===== config.mk =====
export PLATFORM = sky130hd
export DESIGN_NAME = tgt_phase_seq
export DESIGN_NICKNAME = d
export VERILOG_FILES = /design/src/rtl/tps_pkg.sv /design/src/rtl/tps_settle_timer.sv /design/src/rtl/tps_phase_unit.sv /design/src/rtl/tps_pio_unit.sv /design/src/rtl/tgt_phase_seq.sv
export SDC_FILE = /design/constraint.sdc
export NUM_CORES = 1
export LEC_CHECK = 0
export BUFFER_PORTS_ARGS = -buffer_cell sky130_fd_sc_hd__buf_4
export CORE_ASPECT_RATIO = 2
export CORE_UTILIZATION = 40
export CTS_BUF_LIST = sky130_fd_sc_hd__clkbuf_4
export DETAILED_ROUTE_END_ITERATION = 8
export PLACE_DENSITY = 0.71
export SLEW_MARGIN = 10
export SYNTH_ARGS = -nofsm -noshare
export SYNTH_HDL_FRONTEND = slang
export SYNTH_SLANG_ARGS = --single-unit
export TNS_END_PERCENT = 20

===== constraint.sdc =====
create_clock -name clk_i -period 2.58 [get_ports clk_i]
set_input_delay 0.387 -clock clk_i [delete_from_list [all_inputs] [get_ports clk_i]]
set_output_delay 0.387 -clock clk_i [all_outputs]
set_load 0.005 [all_outputs]

===== src/rtl/tps_pkg.sv =====
package tps_pkg;
  typedef enum logic [1:0] {MODE_IDLE, MODE_PHASE, MODE_SEND} mode_e;
  typedef enum logic [1:0] {PH_IDLE, PH_ACK, PH_SETTLE} ph_state_e;
  typedef enum logic [1:0] {TX_IDLE, TX_RDY1, TX_WR, TX_RDY2} tx_state_e;
  localparam int PHASE_W = 3;
  localparam int DIR_BIT = 0;
endpackage


===== src/rtl/tps_settle_timer.sv =====
module tps_settle_timer #(
  parameter int SETTLE = 4
) (
  input  logic clk_i,
  input  logic rst_ni,
  input  logic load_i,
  input  logic double_i,
  output logic expired_o
);
  localparam int MAXC = 2 * SETTLE;
  localparam int CW   = $clog2(MAXC + 1);
  localparam logic [CW-1:0] LD_ONE = CW'(SETTLE - 1);
  localparam logic [CW-1:0] LD_TWO = CW'(MAXC - 1);

  logic [CW-1:0] cnt_q;

  always_ff @(posedge clk_i or negedge rst_ni) begin
    if (!rst_ni)            cnt_q <= '0;
    else if (load_i)        cnt_q <= double_i ? LD_TWO : LD_ONE;
    else if (cnt_q != '0)   cnt_q <= cnt_q - 1'b1;
  end

  assign expired_o = (cnt_q == '0);
endmodule


===== src/rtl/tps_phase_unit.sv =====
module tps_phase_unit
  import tps_pkg::*;
#(
  parameter int SETTLE = 4
) (
  input  logic               clk_i,
  input  logic               rst_ni,
  input  logic               start_i,
  input  logic [PHASE_W-1:0] val_i,
  input  logic               ack_i,
  output logic [PHASE_W-1:0] phase_o,
  output logic               fin_o
);
  ph_state_e          st_q;
  logic [PHASE_W-1:0] tgt_q;
  logic [PHASE_W-1:0] phase_q;
  logic               fin_q;
  logic               drive;
  logic               turn_in;
  logic               expired;

  assign drive   = (st_q == PH_ACK) && !ack_i;
  // out-to-in reversal needs the data-release delay on top of settle
  assign turn_in = !phase_q[DIR_BIT] && tgt_q[DIR_BIT];

  tps_settle_timer #(.SETTLE(SETTLE)) u_timer (
    .clk_i     (clk_i),
    .rst_ni    (rst_ni),
    .load_i    (drive),
    .double_i  (turn_in),
    .expired_o (expired)
  );

  always_ff @(posedge clk_i or negedge rst_ni) begin
    if (!rst_ni) begin
      st_q    <= PH_IDLE;
      tgt_q   <= '0;
      phase_q <= '0;
      fin_q   <= 1'b0;
    end else begin
      fin_q <= 1'b0;
      unique case (st_q)
        PH_IDLE: if (start_i) begin
          tgt_q <= val_i;
          st_q  <= PH_ACK;
        end
        PH_ACK: if (drive) begin
          phase_q <= tgt_q;
          st_q    <= PH_SETTLE;
        end
        PH_SETTLE: if (expired) begin
          fin_q <= 1'b1;
          st_q  <= PH_IDLE;
        end
        default: st_q <= PH_IDLE;
      endcase
    end
  end

  assign phase_o = phase_q;
  assign fin_o   = fin_q;
endmodule


===== src/rtl/tps_pio_unit.sv =====
module tps_pio_unit
  import tps_pkg::*;
#(
  parameter int DATA_W = 8
) (
  input  logic              clk_i,
  input  logic              rst_ni,
  input  logic              start_i,
  input  logic [DATA_W-1:0] byte_i,
  input  logic              rdy_i,
  output logic              en_o,
  output logic              wr_o,
  output logic [DATA_W-1:0] data_o,
  output logic              fin_o
);
  tx_state_e         st_q;
  logic              en_q;
  logic              wr_q;
  logic              fin_q;
  logic [DATA_W-1:0] data_q;

  always_ff @(posedge clk_i or negedge rst_ni) begin
    if (!rst_ni) begin
      st_q   <= TX_IDLE;
      en_q   <= 1'b0;
      wr_q   <= 1'b0;
      fin_q  <= 1'b0;
      data_q <= '0;
    end else begin
      fin_q <= 1'b0;
      wr_q  <= 1'b0;
      unique case (st_q)
        TX_IDLE: if (start_i) begin
          en_q   <= 1'b1;
          data_q <= byte_i;
          st_q   <= TX_RDY1;
        end
        TX_RDY1: if (rdy_i) begin
          wr_q <= 1'b1;
          st_q <= TX_WR;
        end
        // strobe cycle: ready from before the write must not count
        TX_WR: st_q <= TX_RDY2;
        TX_RDY2: if (rdy_i) begin
          en_q  <= 1'b0;
          fin_q <= 1'b1;
          st_q  <= TX_IDLE;
        end
        default: st_q <= TX_IDLE;
      endcase
    end
  end

  assign en_o   = en_q;
  assign wr_o   = wr_q;
  assign data_o = data_q;
  assign fin_o  = fin_q;
endmodule


===== src/rtl/tgt_phase_seq.sv =====
module tgt_phase_seq
  import tps_pkg::*;
#(
  parameter int SETTLE = 4,
  parameter int DATA_W = 8
) (
  input  logic               clk_i,
  input  logic               rst_ni,
  input  logic               phase_req_i,
  input  logic [PHASE_W-1:0] phase_val_i,
  input  logic               send_req_i,
  input  logic [DATA_W-1:0]  send_byte_i,
  input  logic               ack_i,
  input  logic               pio_rdy_i,
  output logic [PHASE_W-1:0] phase_o,
  output logic               pio_en_o,
  output logic               pio_wr_o,
  output logic [DATA_W-1:0]  pio_data_o,
  output logic               busy_o,
  output logic               done_o
);
  mode_e mode_q;
  logic  idle;
  logic  start_ph;
  logic  start_tx;
  logic  ph_fin;
  logic  tx_fin;

  assign idle     = (mode_q == MODE_IDLE);
  // phase change wins a same-cycle tie
  assign start_ph = idle && phase_req_i;
  assign start_tx = idle && !phase_req_i && send_req_i;

  always_ff @(posedge clk_i or negedge rst_ni) begin
    if (!rst_ni)               mode_q <= MODE_IDLE;
    else if (start_ph)         mode_q <= MODE_PHASE;
    else if (start_tx)         mode_q <= MODE_SEND;
    else if (ph_fin || tx_fin) mode_q <= MODE_IDLE;
  end

  tps_phase_unit #(.SETTLE(SETTLE)) u_phase (
    .clk_i   (clk_i),
    .rst_ni  (rst_ni),
    .start_i (start_ph),
    .val_i   (phase_val_i),
    .ack_i   (ack_i),
    .phase_o (phase_o),
    .fin_o   (ph_fin)
  );

  tps_pio_unit #(.DATA_W(DATA_W)) u_pio (
    .clk_i   (clk_i),
    .rst_ni  (rst_ni),
    .start_i (start_tx),
    .byte_i  (send_byte_i),
    .rdy_i   (pio_rdy_i),
    .en_o    (pio_en_o),
    .wr_o    (pio_wr_o),
    .data_o  (pio_data_o),
    .fin_o   (tx_fin)
  );

  assign busy_o = !idle;
  assign done_o = ph_fin || tx_fin;
endmodule


Word-level counts from Yosys, hierarchy flattened:

Cells that the tools add are included.

* bits of input ports: 17
* bits in registers: 28
* output and inout port bits: 15

* multiplexer cells: 22
* add/subtract/negate cells: 1
* reduce and logical (&&, ||, !) cells: 24
* equality and inequality tests: 11

Operators by type and width (count)
* two-way mux 2 bit: 9
* AND reduction 3 bit: 3
* two-way mux 4 bit: 2
* != test 2 bit, second input constant: 4
* case mux 2 bit (4 select lines): 1
* two-way mux 1 bit: 7
* == test 2 bit, second input constant: 3
* zero test 2 bit: 3
* case mux 2 bit (3 select lines): 1
* AND reduction 2 bit: 3
* logical AND 1 bit: 5
* == test 2 x 1 -> 1 bit, second input constant: 2
* zero test 1 bit: 4
* zero test 4 bit: 1
* != test 2 x 1 -> 1 bit, second input constant: 2
* nonzero test 2 bit: 2
* nonzero test 4 bit: 1
* subtractor 4 x 1 -> 4 bit, second input constant: 1
* two-way mux 3 bit: 1
* nonzero test 3 bit: 1
* case mux 1 bit (2 select lines): 1
* logical OR 1 bit: 1

Logic depth before layout (Yosys ltp):

Gate-level depths: netlist of run 1.

* depth after elaboration: 5
* mapped depth: 5
* mapped depth without buffers: 5

Cells and area by module:

From an unflattened synthesis of run 1, not the netlist that was laid out.

* cells, all modules: 96
* area total of the unflattened synthesis: 1277.5 um2

Modules (own cells, without submodules)
* tps_pio_unit: cells an instance 40, times used 1, area an instance 571.8 um2, sequential area each 325.3 um2
* tps_phase_unit: cells an instance 24, times used 1, area an instance 365.4 um2, sequential area each 225.2 um2
* tps_settle_timer: cells an instance 23, times used 1, area an instance 237.7 um2, sequential area each 100.1 um2
* tgt_phase_seq: cells an instance 9, times used 1, area an instance 102.6 um2, sequential area each 50.0 um2

Least setup slack after synthesis of run 1:

No wires, ideal clock.

* kind: register -> register
* from: reg mode_q[1]
* to: reg u_pio.st_q[1]
* required time: 2.455 ns
* arrival time: 1.360 ns
* stages on the path, launching flop included: 4
* slack: 1.095 ns
* path through: dfrtp_1 -> nor4b_4 -> o22a_2 -> mux2_2

* longest elaborated chain between the ends: 5

RTL lines
* from (decl): RTL line tgt_phase_seq.sv:22 `mode_e mode_q;`
* from (signal assigned): RTL line tgt_phase_seq.sv:35 `if (!rst_ni) mode_q <= MODE_IDLE;`
* from (signal assigned): RTL line tgt_phase_seq.sv:36 `else if (start_ph) mode_q <= MODE_PHASE;`
* from (signal assigned): RTL line tgt_phase_seq.sv:37 `else if (start_tx) mode_q <= MODE_SEND;`
* zero test 2 bit: RTL line tgt_phase_seq.sv:29 `assign idle = (mode_q == MODE_IDLE);`
* logical AND 1 bit (2 in series): RTL line tgt_phase_seq.sv:32 `assign start_tx = idle && !phase_req_i && send_req_i;`
* != test 2 bit (no line)
* AND reduction 3 bit (no line)
* to (signal assigned): RTL line tps_pio_unit.sv:43 `TX_WR: st_q <= TX_RDY2;`
* to (signal assigned): RTL line tps_pio_unit.sv:47 `st_q <= TX_IDLE;`
* to (signal assigned): RTL line tps_pio_unit.sv:49 `default: st_q <= TX_IDLE;`
* to (decl): RTL line tps_pio_unit.sv:16 `tx_state_e st_q;`

Every way passes these cells.
A chain may end at the register's enable or synchronous reset.

Worst setup path in the final report of run 1:

* from: reg u_phase.u_timer.cnt_q[0]
* to: reg u_phase.u_timer.cnt_q[0]

* longest elaborated chain between the ends: 3

RTL lines
* from (decl): RTL line tps_settle_timer.sv:15 `logic [CW-1:0] cnt_q;`
* from (signal assigned): RTL line tps_settle_timer.sv:19 `else if (load_i) cnt_q <= double_i ? LD_TWO : LD_ONE;`
* from (signal assigned): RTL line tps_settle_timer.sv:20 `else if (cnt_q != '0) cnt_q <= cnt_q - 1'b1;`
* subtractor 4 x 1 -> 4 bit: RTL line tps_settle_timer.sv:20
* two-way mux 4 bit: RTL line tps_settle_timer.sv:20
* two-way mux 4 bit: RTL line tps_settle_timer.sv:19

Several ways; a longest one is shown, not always the timed one. The select of a mux whose other input is x is not followed.

==> results.cfg, run 1 <==
[drt]
vias_per_cell = 5.10
vias_after_detailed_routing = 816
drt_first_pass_iters = 2
drt_wl_total_mm = 2.13
drc = 0
routedWlPerCell_um = 13.3
first_iter_violations = 6
drtAntennaViolNets = 0

[power_and_ir_drop]
total_leakage_power_nw = 0.786
powerDensity_nw_per_um2 = 1130
irDropWorstVdd_mv = 0.644

[clock_network]
cts_max_path_buffers = 2
htree_levels = 1
cts_setup_buffers = 0
clk_pin_slew_worst_paths_ns = 0.15
tritoncts = done
cts_inserted_buffers = 3
cts.sink_count = 28
clock_latency_late_sink_ns = 0.33
buffer_cell_driving_the_clock_tree_root = sky130_fd_sc_hd__clkbuf_4

[sta]
finalSetupViolations = 0
layout_min_cycle_time_ns = 1.58
worst_clock_skew_ns = 0.00727
final.setup.tns_ns = 0
min_period_over_period_pct = 61.2
rsz0062_at_grt = no
tightest_slew_ns = 0.619
highest_attainable_clock_frequency_mhz = 633
report.final.slew_viol_count = 0
finalHoldViolations = 0
relSlewSlack_pct = 58.6

[flow_run]
max_cap_violations = 0

[finish]
layout.core_utilization_pct = 53.2
syn_to_final_growth_pct = 27.0
layout-drive-gt1-share_pct = 42.3
design.final.nets = 154
antenna_cells = 0

[global_route]
gr-usage-all-layers_pct = 14.6
initial_antenna_violation_count = 0
grt_max_degree = 29
grt_first_pass_wirelength_mm = 3.31
global_route.overflow_total = 0
grt_pass1_vias = 766

[critical_path]
r2r_cells = 5
worst_r2r_startpoint = u_phase.u_timer.cnt_q[0]$_DFFE_PN0P_
reg2reg_to = u_phase.u_timer.cnt_q[0]$_DFFE_PN0P_
crit_path_max_fanout = 6
worstSetupEndpoint = u_phase.u_timer.cnt_q[0]$_DFFE_PN0P_
cp-startpoint = u_phase.u_timer.cnt_q[0]$_DFFE_PN0P_
critical_path_class = flop to flop
nature_of_the_critical_path_endpoint = flop
worstSetupStartpointType = flop
critPathArrivalTime_ns = 1.81
timing.reg2reg.setup_slack_ns = 1.0
critPathRequiredTime_ns = 2.81

[floorplan]
std_cell_rows = 28
core-area_um2 = 2940
die_height_um = 80.5
die_w_um = 41.3
starting_density_of_the_core_pct = 41.9
dieArea_um2 = 3320
num_io_pins = 32

[outcome]
outcome = completed

[placed_design]
portBuffers = 31
detailed_place_hpwl_mm = 1.69
globalplace.congestion = 0.820

[synthesis]
post_synth_inst_count = 94
avgSynthCellArea_um2 = 13.1
ys_warnings = 0
synth_sequential_area_ratio_pct = 56.8
flops_latches_synth = 28
net_count_synth = 117
cell_area_after_synthesis_um2 = 1230
synth_cell_types = 27

[hold_path]
holdCritPathClass = input port to flop
stage by stage:
stage          setup slack [ns]  power, mW  cells  hold slack [ns]  instance area [um^2]
3_3_place_gp               1.02       1.47    155            0.320                  1500
3_5_place_dp              0.978       1.51    155            0.325                  1500
5_1_grt                   0.868       1.91    160            0.258                  1570
2_1_floorplan              1.09       1.21     94           0.0914                  1230
6_report                   1.00       1.77    160            0.277                  1570
4_1_cts                   0.980       1.80    160            0.266                  1570
cell usage in the layout, fill, tap and decap left out, types with 2 or more instances in the layout:
| cell type | synthesis | layout |
|---|---|---|
| sky130_fd_sc_hd__o21ai_0 | 2 | 2 |
| sky130_fd_sc_hd__mux2i_1 | 2 | 2 |
| sky130_fd_sc_hd__clkbuf_4 | 0 | 3 |
| sky130_fd_sc_hd__inv_1 | 7 | 7 |
| sky130_fd_sc_hd__dfrtp_1 | 28 | 28 |
| sky130_fd_sc_hd__nand2_1 | 3 | 3 |
| sky130_fd_sc_hd__mux2_2 | 15 | 15 |
| sky130_fd_sc_hd__a21oi_1 | 2 | 2 |
| sky130_fd_sc_hd__nor2_1 | 9 | 9 |
| sky130_fd_sc_hd__buf_4 | 0 | 31 |
| sky130_fd_sc_hd__xnor2_1 | 2 | 2 |
| sky130_fd_sc_hd__ha_1 | 6 | 6 |
| sky130_fd_sc_hd__and2_1 | 2 | 2 |
state kept, by name, summed over array words and instances, names as in the netlist:
name	flops
u_pio.st_q	2
u_pio.fin_o	1
mode_q	2
u_pio.wr_o	1
u_phase.tgt_q	3
u_phase.phase_o	3
u_phase.fin_o	1
u_pio.en_o	1
u_pio.data_o	8
u_phase.st_q	2
u_phase.u_timer.cnt_q	4
critical path: stages, from the launching register on:
cell and delay, ns:
sky130_fd_sc_hd__dfrtp_1 0.40, sky130_fd_sc_hd__inv_1 0.09, sky130_fd_sc_hd__ha_1 0.20, sky130_fd_sc_hd__nor3b_1 0.54
sky130_fd_sc_hd__xnor2_1 0.19, sky130_fd_sc_hd__nand2_1 0.07
synthesized netlist by cell type:
| cell | instances | area share [%] |
|---|---|---|
| sky130_fd_sc_hd__o21ai_0 | 2 | 0.81 |
| sky130_fd_sc_hd__mux2_2 | 15 | 14 |
| sky130_fd_sc_hd__xnor2_1 | 2 | 1.4 |
| sky130_fd_sc_hd__o2bb2ai_1 | 1 | 0.71 |
| sky130_fd_sc_hd__inv_1 | 7 | 2.1 |
| sky130_fd_sc_hd__nand3b_1 | 1 | 0.61 |
| sky130_fd_sc_hd__nand3_1 | 1 | 0.41 |
| sky130_fd_sc_hd__nor2_1 | 9 | 2.7 |
| sky130_fd_sc_hd__nor3_1 | 1 | 0.41 |
| sky130_fd_sc_hd__a22o_1 | 1 | 0.71 |
| sky130_fd_sc_hd__dfrtp_1 | 28 | 57 |
| sky130_fd_sc_hd__and2_1 | 2 | 1.0 |
| sky130_fd_sc_hd__and3b_1 | 1 | 0.71 |
| sky130_fd_sc_hd__a21o_2 | 1 | 0.71 |
| sky130_fd_sc_hd__o22a_2 | 1 | 0.81 |
| sky130_fd_sc_hd__nand2_4 | 1 | 0.91 |
| sky130_fd_sc_hd__o31ai_1 | 1 | 0.61 |
| sky130_fd_sc_hd__nor4b_1 | 1 | 0.71 |
| sky130_fd_sc_hd__nor4b_4 | 1 | 1.9 |
| sky130_fd_sc_hd__mux2i_1 | 2 | 1.6 |
| sky130_fd_sc_hd__nand2b_1 | 1 | 0.51 |
| sky130_fd_sc_hd__o211ai_1 | 1 | 0.61 |
| sky130_fd_sc_hd__ha_1 | 6 | 6.1 |
| sky130_fd_sc_hd__nor3b_1 | 1 | 0.61 |
| sky130_fd_sc_hd__a21oi_1 | 2 | 0.81 |
| sky130_fd_sc_hd__nand2_1 | 3 | 0.91 |
| sky130_fd_sc_hd__nor3b_2 | 1 | 1.0 |
worst min-delay path by stage:
stage | end | cells past startpoint | slack, ns | from
final | u_pio.data_o[5]$_DFFE_PN0P_ | 2 | 0.28 | send_byte_i[5]
after floorplan | mode_q[0]$_DFFE_PN0P_ | 0 | 0.09 | rst_ni
after global routing | u_pio.data_o[4]$_DFFE_PN0P_ | 2 | 0.26 | send_byte_i[4]
after CTS | u_pio.data_o[3]$_DFFE_PN0P_ | 2 | 0.27 | send_byte_i[3]
after detailed placement | u_phase.u_timer.cnt_q[0]$_DFFE_PN0P_ | 1 | 0.33 | rst_ni
after global placement | u_phase.u_timer.cnt_q[0]$_DFFE_PN0P_ | 1 | 0.32 | rst_ni
routing by layer:
metal  GRT usage (%)  share of wire, %  wire (um)
met5               0                 0          0
met4            7.74               1.6         35
met3            1.66               3.6         77
met2            25.0                57       1220
met1            16.2                37        796
layout make-up:
cell class                 instances  area, um^2
clock buffer                       3        22.5
clock inverter                     1        30.0
fill                             274        1380
inverter                           7        26.3
multi-input combinational         59         507
sequential                        28         701
tap                               30        37.5
timing repair buffer              32         243
cells by family (layout without fill, tap and decap cells):
family                     count (synthesis)  count (layout)  share of synthesized area, %
AOI/OAI and AO/OA                         10              10                          5.78
xor gates and xnor gates                   2               2                          1.42
adders and majority gates                  6               6                          6.09
buffers and inverters                      7              43                          2.13
DFF                                       28              28                          56.8
muxes                                     17              17                          15.3
and+or+nand+nor                           24              24                          12.5
power breakdown:
| part | internal, mW | total, mW | leakage [nW] | switching, mW |
|---|---|---|---|---|
| registers | 0.641 | 0.786 | 0.346 | 0.145 |
| clock network | 0.157 | 0.284 | 0.0279 | 0.127 |
| logic | 0.419 | 0.701 | 0.412 | 0.282 |
| total | 1.22 | 1.77 | 0.786 | 0.554 |
repair_timing:
action	CTS	global route
endpoints found under the hold margin	28	0
hold buffers	1	0
gates resized for setup	0	0
Note: power is estimated with default switching activity, not from simulation.
==> inputs of run 2 (changes only) <==
- clock period: 2.58 -> 1.5 ns (I/O delays scaled with it)
==> run 2 against run 1 <==
- clock power grew 5%
- critical path depth is the same
- worst hold slack lost 0.15 ns
- combinational power grew 83%
==> results.cfg, run 2 (synthesized netlist as in run 1, its figures left out) <==
[drt]
drt_wl_total_mm = 2.28
drc = 0
first_iter_violations = 6
drt_first_pass_iters = 3
drtAntennaViolNets = 0
vias_after_detailed_routing = 839
vias_per_cell = 5.15
routedWlPerCell_um = 14.0

[clock_network]
cts_inserted_buffers = 3
clk_pin_slew_worst_paths_ns = 0.14
cts_max_path_buffers = 2
tritoncts = done
htree_levels = 1
buffer_cell_driving_the_clock_tree_root = sky130_fd_sc_hd__clkbuf_4
cts.sink_count = 28
clock_latency_late_sink_ns = 0.32

[flow_run]
max_cap_violations = 0

[floorplan]
die_w_um = 41.3
core-area_um2 = 2940
die_height_um = 80.5
starting_density_of_the_core_pct = 41.9
num_io_pins = 32
std_cell_rows = 28
dieArea_um2 = 3320

[critical_path]
cp_slowest_cell = sky130_fd_sc_hd__dfrtp_1
critical_path.top_delay_family = flip-flops
critPathRequiredTime_ns = 1.72
worstSetupStartpointType = flop
cp.buffers_inverters = 1
reg2reg_to = u_pio.st_q[1]$_DFFE_PN0P_
worst_r2r_startpoint = u_pio.st_q[1]$_DFFE_PN0P_
critPathArrivalTime_ns = 1.65
r2r_cells = 5
crit_path_max_fanout = 4
cpPeakStageDelay_ns = 0.42
cp-startpoint = u_pio.st_q[1]$_DFFE_PN0P_
cp_cell_sequence = inv_1, ha_1, nor2_1, o22a_2, mux2_2
critical_path_class = flop to flop
nature_of_the_critical_path_endpoint = flop
worstSetupEndpoint = u_pio.st_q[1]$_DFFE_PN0P_
timing.reg2reg.setup_slack_ns = 0.07
cp_num_cells = 5

[finish]
multi_input_area_um2 = 514
finalInstanceArea_um2 = 1570
largest_reg_flops = 8
antenna_cells = 0
mostFrequentLayoutCell = sky130_fd_sc_hd__buf_4
syn_to_final_growth_pct = 27.6
final_cell_mix = sky130_fd_sc_hd__buf_4 (35), sky130_fd_sc_hd__dfrtp_1 (28), sky130_fd_sc_hd__mux2_2 (15)
design.final.nets = 158
footprint_of_the_flip_flops_and_latches_um2 = 701
layout-drive-gt1-share_pct = 45.9
final.fill_count = 269

[sta]
rsz0062_at_grt = no
final.setup.tns_ns = 0
layout_min_cycle_time_ns = 1.43
highest_attainable_clock_frequency_mhz = 700
worst_clock_skew_ns = 0.00247
tightest_slew_ns = 0.360
report.final.slew_viol_count = 0
postLayoutSetupSlackWorst_ns = 0.0724
finalHoldViolations = 0
relSlewSlack_pct = 76.0
min_period_over_period_pct = 95.2
finalSetupViolations = 0
fin_worst_hold_slack_ns = 0.126

[placed_design]
detailed_place_hpwl_mm = 1.78
globalplace.congestion = 0.768
placement.cell_area_um2 = 1530
portBuffers = 31
place_ws_ns = 0.0516

[power_and_ir_drop]
powerDensity_nw_per_um2 = 1860
intPower_mw = 1.96
power_frac_clock_pct = 10.2
p_sw_share_pct = 32.9
irDropWorstVdd_mv = 0.950
total_switching_power_mw = 0.961
power.sequential.fraction_pct = 46.0
total_leakage_power_nw = 0.792
power_frac_comb_pct = 43.8

[global_route]
global_route.overflow_total = 0
grt_first_pass_wirelength_mm = 3.36
grt_pass1_vias = 835
grt_max_degree = 29
initial_antenna_violation_count = 0
gr-usage-all-layers_pct = 14.8

[hold_path]
holdCritPathClass = input port to flop

[outcome]
outcome = completed
run 2: final cells by class:
| type | instances | share of cell area [%] |
|---|---|---|
| Timing Repair Buffer | 36 | 17.3 |
| Tap cell | 30 | 2.38 |
| Clock buffer | 3 | 1.43 |
| Inverter | 7 | 1.67 |
| Sequential cell | 28 | 44.5 |
| Multi-Input combinational cell | 59 | 32.7 |
run 2: routing by layer:
| metal | global-route usage [%] | up-vias | share of wire, % |
|---|---|---|---|
| met2 | 26.7 | 18 | 59 |
| met3 | 1.66 | 5 | 3.5 |
| met4 | 8.06 | 0 | 1.9 |
| met1 | 14.5 | 417 | 35 |
| met5 | 0 | - | 0 |
| li1 | - | 399 | - |
run 2: worst min-delay path by stage:
| stage | start | endpoint | slack (ns) | cells past startpoint |
|---|---|---|---|---|
| 2_1_floorplan | rst_ni | mode_q[0]$_DFFE_PN0P_ | -0.07 | 0 |
| 3_3_place_gp | rst_ni | u_phase.u_timer.cnt_q[1]$_DFFE_PN0P_ | 0.16 | 1 |
| 3_5_place_dp | rst_ni | u_phase.u_timer.cnt_q[1]$_DFFE_PN0P_ | 0.17 | 1 |
| 4_1_cts | send_byte_i[3] | u_pio.data_o[3]$_DFFE_PN0P_ | 0.11 | 2 |
| 5_1_grt | send_byte_i[3] | u_pio.data_o[3]$_DFFE_PN0P_ | 0.11 | 2 |
| 6_report | send_byte_i[0] | u_pio.data_o[0]$_DFFE_PN0P_ | 0.13 | 2 |
run 2: power by group through the flow:
stage / combinational [mW] / clock (mW) / sequential, mW
final: 1.28 / 0.299 / 1.35
after global routing: 1.42 / 0.341 / 1.41
after CTS: 1.30 / 0.315 / 1.34
after detailed placement: 1.29 / 0 / 1.36
after global placement: 1.23 / 0 / 1.34
after floorplan: 0.752 / 0 / 1.34
run 2: worst reg2reg max path, delay by kind of cell (launching register included):
kind | cells | cell delay [ns]
AO/OA/AOI/OAI | 1 | 0.17
adder cells (fa/ha/maj) | 1 | 0.21
buffers and inverters | 1 | 0.10
flip-flops | 1 | 0.42
multiplexers | 1 | 0.33
AND/OR/NAND/NOR | 1 | 0.11
run 2: stage by stage:
step | power, mW | utilization (%) | std cells
3_5_place_dp | 2.65 | 52.1 | 159
5_1_grt | 3.17 | 53.5 | 163
6_report | 2.93 | 53.5 | 163
4_1_cts | 2.96 | 53.2 | 163
3_3_place_gp | 2.56 | 52.1 | 159
2_1_floorplan | 2.09 | - | 94
run 2: repair_timing:
action                                  CTS  global route
resized for setup                         0             3
endpoints found under the hold margin    28             0
buffers inserted                          0             0
hold buffers                              1             0
endpoints found under the setup margin    0            10
